[config.mk]
export PLATFORM = sky130hd
export DESIGN_NAME = nabl_top
export DESIGN_NICKNAME = d
export VERILOG_FILES = /design/src/rtl/nabl_pkg.sv /design/src/rtl/nabl_decode.sv /design/src/rtl/nabl_work.sv /design/src/rtl/nabl_latch.sv /design/src/rtl/nabl_top.sv
export SDC_FILE = /design/constraint.sdc
export NUM_CORES = 1
export LEC_CHECK = 0
export BUFFER_PORTS_ARGS = -buffer_cell sky130_fd_sc_hd__buf_2
export CAP_MARGIN = 30
export CORE_MARGIN = 1.5
export CORE_UTILIZATION = 30
export CTS_BUF_LIST = sky130_fd_sc_hd__clkbuf_4
export DETAILED_ROUTE_END_ITERATION = 6
export PLACE_DENSITY = 0.61
export SYNTH_ARGS = -nofsm -noshare
export SYNTH_HDL_FRONTEND = slang
export SYNTH_SLANG_ARGS = --single-unit
[constraint.sdc]
create_clock -name clk -period 2 [get_ports clk]
set_clock_uncertainty 0.2 [all_clocks]
set_input_delay 0.2 -clock clk [delete_from_list [all_inputs] [get_ports clk]]
set_output_delay 0.2 -clock clk [all_outputs]
set_load 0.01 [all_outputs]
[src/rtl/nabl_pkg.sv]
package nabl_pkg;
  typedef enum logic [2:0] {
    OP_NONE  = 3'd0,
    OP_ACC   = 3'd1,
    OP_INV   = 3'd2,
    OP_STAGE = 3'd3,
    OP_MODE  = 3'd4,
    OP_LATCH = 3'd5
  } op_e;

  localparam int NUM_SLOTS = 4;
endpackage

[src/rtl/nabl_decode.sv]
module nabl_decode
  import nabl_pkg::*;
#(
  parameter int              ADDR_W = 16,
  parameter logic [ADDR_W-1:0] MASK = 16'hE103,
  parameter logic [ADDR_W-1:0] BASE = 16'h4100
) (
  input  logic              wr_en,
  input  logic [ADDR_W-1:0] addr,
  output op_e               op
);
  logic [ADDR_W-1:0]    masked;
  logic [NUM_SLOTS-1:0] hit;

  assign masked = addr & MASK;

  for (genvar g = 0; g < NUM_SLOTS; g++) begin : g_slot
    assign hit[g] = (masked == (BASE + ADDR_W'(g)));
  end

  always_comb begin
    op = OP_NONE;
    if (wr_en) begin
      if      (hit[0]) op = OP_ACC;
      else if (hit[1]) op = OP_INV;
      else if (hit[2]) op = OP_STAGE;
      else if (hit[3]) op = OP_MODE;
      else             op = OP_LATCH;
    end
  end
endmodule

[src/rtl/nabl_work.sv]
module nabl_work
  import nabl_pkg::*;
#(
  parameter int DATA_W = 6,
  parameter int NIB_W  = 4
) (
  input  logic              clk,
  input  logic              rst,
  input  op_e               op,
  input  logic [DATA_W-1:0] data,
  output logic [DATA_W-1:0] work,
  output logic              inv
);
  localparam int HI_W = DATA_W - NIB_W;

  logic [NIB_W-1:0] lo_q, stage_q;
  logic [HI_W-1:0]  hi_q;
  logic             count_q;

  always_ff @(posedge clk) begin
    if (rst) begin
      lo_q    <= '0;
      hi_q    <= '0;
      stage_q <= '0;
      inv     <= 1'b0;
      count_q <= 1'b0;
    end else begin
      case (op)
        OP_ACC: begin
          if (count_q) lo_q <= lo_q + NIB_W'(1);
          else         lo_q <= stage_q ^ {NIB_W{inv}};
        end
        OP_INV:   inv <= data[0];
        OP_STAGE: begin
          hi_q    <= data[DATA_W-1:NIB_W];
          stage_q <= data[NIB_W-1:0];
        end
        OP_MODE:  count_q <= data[0];
        default: ;
      endcase
    end
  end

  assign work = {hi_q, lo_q};
endmodule

[src/rtl/nabl_latch.sv]
module nabl_latch #(
  parameter int DATA_W = 6
) (
  input  logic              clk,
  input  logic              rst,
  input  logic              load,
  input  logic [DATA_W-1:0] view,
  output logic [DATA_W-1:0] q
);
  always_ff @(posedge clk) begin
    if (rst)       q <= '0;
    else if (load) q <= view;
  end
endmodule

[src/rtl/nabl_top.sv]
module nabl_top
  import nabl_pkg::*;
#(
  parameter int ADDR_W = 16,
  parameter int DATA_W = 6,
  parameter int NIB_W  = 4,
  parameter logic [ADDR_W-1:0] MASK = 16'hE103,
  parameter logic [ADDR_W-1:0] BASE = 16'h4100
) (
  input  logic              clk,
  input  logic              rst,
  input  logic              wr_en,
  input  logic [ADDR_W-1:0] wr_addr,
  input  logic [DATA_W-1:0] wr_data,
  output logic [DATA_W-1:0] bank_q,
  output logic              inv_q,
  output logic [DATA_W-1:0] rd_val
);
  localparam int HI_W = DATA_W - NIB_W;

  op_e               op;
  logic [DATA_W-1:0] work;
  logic [DATA_W-1:0] view;

  nabl_decode #(.ADDR_W(ADDR_W), .MASK(MASK), .BASE(BASE)) u_dec (
    .wr_en (wr_en),
    .addr  (wr_addr),
    .op    (op)
  );

  nabl_work #(.DATA_W(DATA_W), .NIB_W(NIB_W)) u_work (
    .clk  (clk),
    .rst  (rst),
    .op   (op),
    .data (wr_data),
    .work (work),
    .inv  (inv_q)
  );

  assign view = {work[DATA_W-1:NIB_W] ^ {HI_W{inv_q}}, work[NIB_W-1:0]};

  nabl_latch #(.DATA_W(DATA_W)) u_latch (
    .clk  (clk),
    .rst  (rst),
    .load (op == OP_LATCH),
    .view (view),
    .q    (bank_q)
  );

  assign rd_val = view;
endmodule

== Word-level counts from Yosys, hierarchy flattened ==
Index checks and enable logic that the tools add are counted.

* Add/subtract/negate cells: 1
* Eq/ne operators: 9
* Multiplexer cells: 6
* Bitwise gates (word level): 2

{| class="wikitable"
|+ Operators with widths
! operator !! count
|-
| $eq 6x5->1 const B || 4
|-
| $mux 3 || 4
|-
| $eq 3x2->1 const B || 2
|-
| $eq 3x3->1 const B || 2
|-
| $add 4x1->4 const B || 1
|-
| $mux 4 || 1
|-
| $xor 4x4->4 || 1
|-
| $eq 3x1->1 const B || 1
|-
| $xor 2x2->2 || 1
|-
| $mux 1 || 1
|}

* Bits in registers: 18
* Input bits: 25
* Output and inout bits: 13
* Logic and storage cells: 24

== Depth between registers and ports, before layout ==
* Word-level depth: 7
* Gate-level depth with buffers: 5
* Gate-level depth less buffers: 4

== Cells and area by module ==
Synthesis repeated with hierarchy kept, for this count alone.

* Cells, all modules: 88
* Area total of the unflattened synthesis: 859.6 um2

{| class="wikitable"
|+ By module, submodules not included
! module !! instances !! cells an instance !! area an instance (um2) !! sequential area each (um2)
|-
| nabl_work || 1 || 60 || 573.0 || 240.2
|-
| nabl_latch || 1 || 19 || 214.0 || 120.1
|-
| nabl_decode || 1 || 6 || 46.3 || 0.0
|-
| nabl_top || 1 || 3 || 26.3 || 0.0
|}

== Worst setup path before layout ==
Ideal clock, no wire load.

* Path kind: register to register
* Start: reg u_work.inv
* End: reg u_latch.q[4]
* Library setup time: 0.078 ns
* Data arrival time: 1.036 ns
* Data required time: 1.722 ns
* Slack: 0.686 ns
* Cell stages (with the launch flop): 5
* Path buffers: 1
* Period minus slack after synthesis: 1.314 ns
* Cells stage by stage: dfxtp_1 > buf_2 > xor2_1 > nor3_1 > nor3_1

* Longest elaborated chain between the ends: 1

{| class="wikitable"
|+ Ends and longest elaborated chain
! what !! RTL line !! RTL
|-
| from (decl) || nabl_work.sv:12 || <nowiki>output logic inv</nowiki>
|-
| from (signal assigned) || nabl_work.sv:33 || <nowiki>OP_INV: inv <= data[0];</nowiki>
|-
| $xor 2x2->2 || nabl_top.sv:40 || <nowiki>assign view = {work[DATA_W-1:NIB_W] ^ {HI_W{inv_q}}, work[NIB_W-1:0]};</nowiki>
|-
| named net rd_val[4] || nabl_top.sv:17 || <nowiki>output logic [DATA_W-1:0] rd_val</nowiki>
|-
| to (signal assigned) || nabl_latch.sv:12 || <nowiki>else if (load) q <= view;</nowiki>
|-
| to (decl) || nabl_latch.sv:8 || <nowiki>output logic [DATA_W-1:0] q</nowiki>
|}

The timed path passes the listed nets, and every way through them passes these cells.
A chain may end at the register's enable or synchronous reset.

== Worst setup path in the final report ==
* Start: reg u_work.inv
* End: out rd_val[4]

* Longest elaborated chain between the ends: 1

{| class="wikitable"
|+ Ends and longest elaborated chain
! what !! RTL line
|-
| $xor 2x2->2 || nabl_top.sv:40
|-
| to (decl) || nabl_top.sv:17
|}

Every way passes these cells.

==> impl_metrics.tcl <==
set metrics [dict create \
    drt_wl_total_mm 2.06 \
    cts_sinks 18 \
    critPathSlowestCell "sky130_fd_sc_hd__dfxtp_1" \
    dominant_combinational_cell_family_by_area_after_synthesis "compound AO/OA/AOI/OAI gates" \
    synth.area.mux_share_pct 2.16 \
    timing.fmax_ghz 0.611 \
    setup_viol_count_final 0 \
    ys_top_cells_by_count "sky130_fd_sc_hd__dfxtp_1 (18), sky130_fd_sc_hd__a21oi_1 (16), sky130_fd_sc_hd__nand3_1 (12), sky130_fd_sc_hd__o21ai_1 (9), sky130_fd_sc_hd__xor2_1 (6)" \
    syn-instance-count 107 \
    initial_core_util_pct 32.5 \
    synthesis.yosys.warnings 0 \
    post_synth_and_or_nand_nor_area_fraction_pct 20.9 \
    worst-slew-pin-transition_ps 398 \
    floorplan.die_area_sq_um 3430 \
    fin_crit_ps 1640 \
    synth_top_area_share_pct 38.9 \
    grt_pass1_vias 815 \
    synthArstFlopShare_pct 0 \
    yosys-top-cells-area "sky130_fd_sc_hd__dfxtp_1 (39%), sky130_fd_sc_hd__a21oi_1 (8.6%), sky130_fd_sc_hd__nand3_1 (6.5%), sky130_fd_sc_hd__xor2_1 (5.7%), sky130_fd_sc_hd__o21ai_1 (4.9%)" \
    synth_edf_count 0 \
    powerDensity_nw_per_um2 537 \
    antenna_left 0 \
    post_synth_fa_ha_maj_area_fraction_pct 1.35 \
    synthesized_area_fraction_occupied_by_xor_and_xnor_cells_pct 6.61 \
    worst_hold_path_type "in -> reg" \
    critical_path.n_buffers_inverters 1 \
    worst_path_top_cell_family_by_delay "flip-flops" \
    number_of_setup_buffers_added_after_cts 0 \
    antenna_found_initial 0 \
    synth_area_per_cell_sq_um 8.66 \
    drv_cap 0 \
    placed_cell_area_sq_um 1060 \
    largest_net_degree_at_the_start_of_global_routing 23 \
    chipHeight_microns 58.6 \
    detail_route.vias_per_cell 5.24 \
    dr.pass1.iters 3 \
    synth_most_common_cell "sky130_fd_sc_hd__dfxtp_1" \
    cts_tree "done" \
    category_of_the_worst_setup_path_launch_point "flip-flop" \
    num_io_pins 38 \
    synthesis.nets 133 \
    worst-endpoint-required_ps 1600 \
    unrepaired_setup_endpoints_after_global_routing "no" \
    cts.reportedPaths.clkPinSlew_ps 110 \
    dr_total_vias 881 \
    clock_tree.htree_level_count 1 \
    post-dp-hpwl_mm 1.49 \
    fin_nets 164 \
    row_count 19 \
    hold-worst-slack_ps 67.2 \
    gp_congestion 0.737 \
    worst-endpoint-arrival_ps 1240 \
    clock-root-buffer "sky130_fd_sc_hd__clkbuf_4" \
    synth_compound_area_share_pct 23.1 \
    drtIter0Drc 31 \
    seq_area_frac_synth_pct 38.9 \
    critical_path.cell_chain "xor2_1 -> buf_2" \
    post_route_cells_drive_above_1_share_pct 26.3 \
    crit_path_max_fanout 8 \
    max_slew_margin_pct 73.5 \
    tritoncts.num_buffers 3 \
    synth.ff_latch_count 18 \
    grt.total_usage_pct 12.8 \
    max-clock-path-buffers 2 \
    detail_route.wl_per_cell_microns 12.3 \
    fill_count 306 \
    grt.overflow.total 0 \
    fin_area_sq_um 1150 \
    grt_pass1_wl_mm 3.43 \
    post-route-util_pct 40.3 \
    synth_largest_area_cell "sky130_fd_sc_hd__dfxtp_1" \
    setup-tns-final_ps 0 \
    mappedNetlistArea_sq_um 927 \
    synthDistinctLibCells 33 \
    worst_setup_path_end_kind "output pin" \
    ir_drop_v 0.000358 \
    critical_path_s_largest_stage_delay_ps 550 \
    report.final.hold_viol_count 0 \
    portBuffers 27 \
    ys.flop_type "sky130_fd_sc_hd__dfxtp_1" \
    status "completed" \
    drt_drc_violations_left 0 \
    flow.area_growth_from_synthesis_pct 23.9 \
    report.final.slew_viol_count 0 \
    die_x_microns 58.6 \
    leakagePower_nw 0.488 \
    post-layout-total-power_mw 0.617 \
    finalCritPeriodShare_pct 81.9 \
    core_sq_um 2850 \
    clock_latency_ps 290 \
    crit_type "reg -> out" \
    insertedDiodeCount 0 \
]
worst min-delay path: cells and delay by family:
kind / cells / cell delay (ps)
buf+inv: 1 / 170
simple gates: 1 / 100
compound gates: 1 / 50
layout make-up:
class / count / area [sq um] / share of cell area [%]
Clock buffer: 3 / 22.5 / 1.96
Clock inverter: 1 / 3.75 / 0.327
Inverter: 3 / 11.3 / 0.980
Multi-Input combinational cell: 77 / 502 / 43.7
Sequential cell: 18 / 360 / 31.4
Tap cell: 31 / 38.8 / 3.38
Timing Repair Buffer: 35 / 210 / 18.3
report_power, final:
group | internal [mW] | switching (mW) | leakage [nW]
clock network | 0.0725 | 0.112 | 0.0154
logic | 0.0310 | 0.0368 | 0.327
registers | 0.362 | 0.00235 | 0.145
total | 0.465 | 0.152 | 0.488
cells by family after synthesis:
logic type,after synthesis
AO/OA/AOI/OAI,37
XOR/XNOR,7
adder cells (fa/ha/maj),1
buffers and inverters,12
flip-flops,18
multiplexers,2
AND/OR/NAND/NOR,30
registers in the layout, indices dropped and copies added (netlist names):
signal,count
u_work.stage_q,4
u_work.lo_q,4
u_latch.q,6
u_work.inv,1
u_work.hi_q,2
u_work.count_q,1
stage by stage:
stage	instances	worst slack, ps
6_report	168	362
3_5_place_dp	158	526
4_1_cts	168	345
5_1_grt	168	292
2_1_floorplan	107	686
3_3_place_gp	158	526
layer usage:
metal	track usage, %	share of wire, %	vias up	wire, microns
met5	0	0	-	0
met2	22.0	48	25	992
met4	5.19	0.92	0	19
met3	3.96	5.1	2	106
li1	-	-	454	-
met1	14.6	46	400	942
timing repair:
| item | in CTS | in global routing |
|---|---|---|
| resized for setup | 0 | 0 |
| hold buffers | 6 | 0 |
| endpoints found under the setup margin | 0 | 0 |
| endpoints found under the hold margin | 6 | 0 |
cell usage in the layout, fill, tap and decap left out, drive strengths merged:
cell / n
nor3b: 1
and3b: 1
nand4bb: 1
nand2b: 1
xor2: 6
o41ai: 1
a21oi: 16
clkbuf: 3
ha: 1
or4: 1
dlygate4sd3: 6
nor2b: 1
or3b: 2
inv: 3
nand3: 12
o2111ai: 2
nand2: 2
and4bb: 1
o311ai: 1
xnor2: 1
nand3b: 2
o22ai: 1
buf: 29
clkinv: 1
o21a: 1
or3: 1
o31ai: 1
dfxtp: 18
nor3: 4
o21ai: 14
mux2i: 2
worst paths after layout:
kind / from / endpoint / slack [ps] / cells past startpoint
worst min-delay path: wr_en / u_latch.q[1] / 70 / 3
worst min register to register: u_latch.q[0] / u_latch.q[0] / 280 / 2
worst max-delay path: u_work.inv / rd_val[4] / 360 / 2
worst max register to register: u_work.count_q / u_work.lo_q[3] / 590 / 3
(Power assumes the default switching activity.)
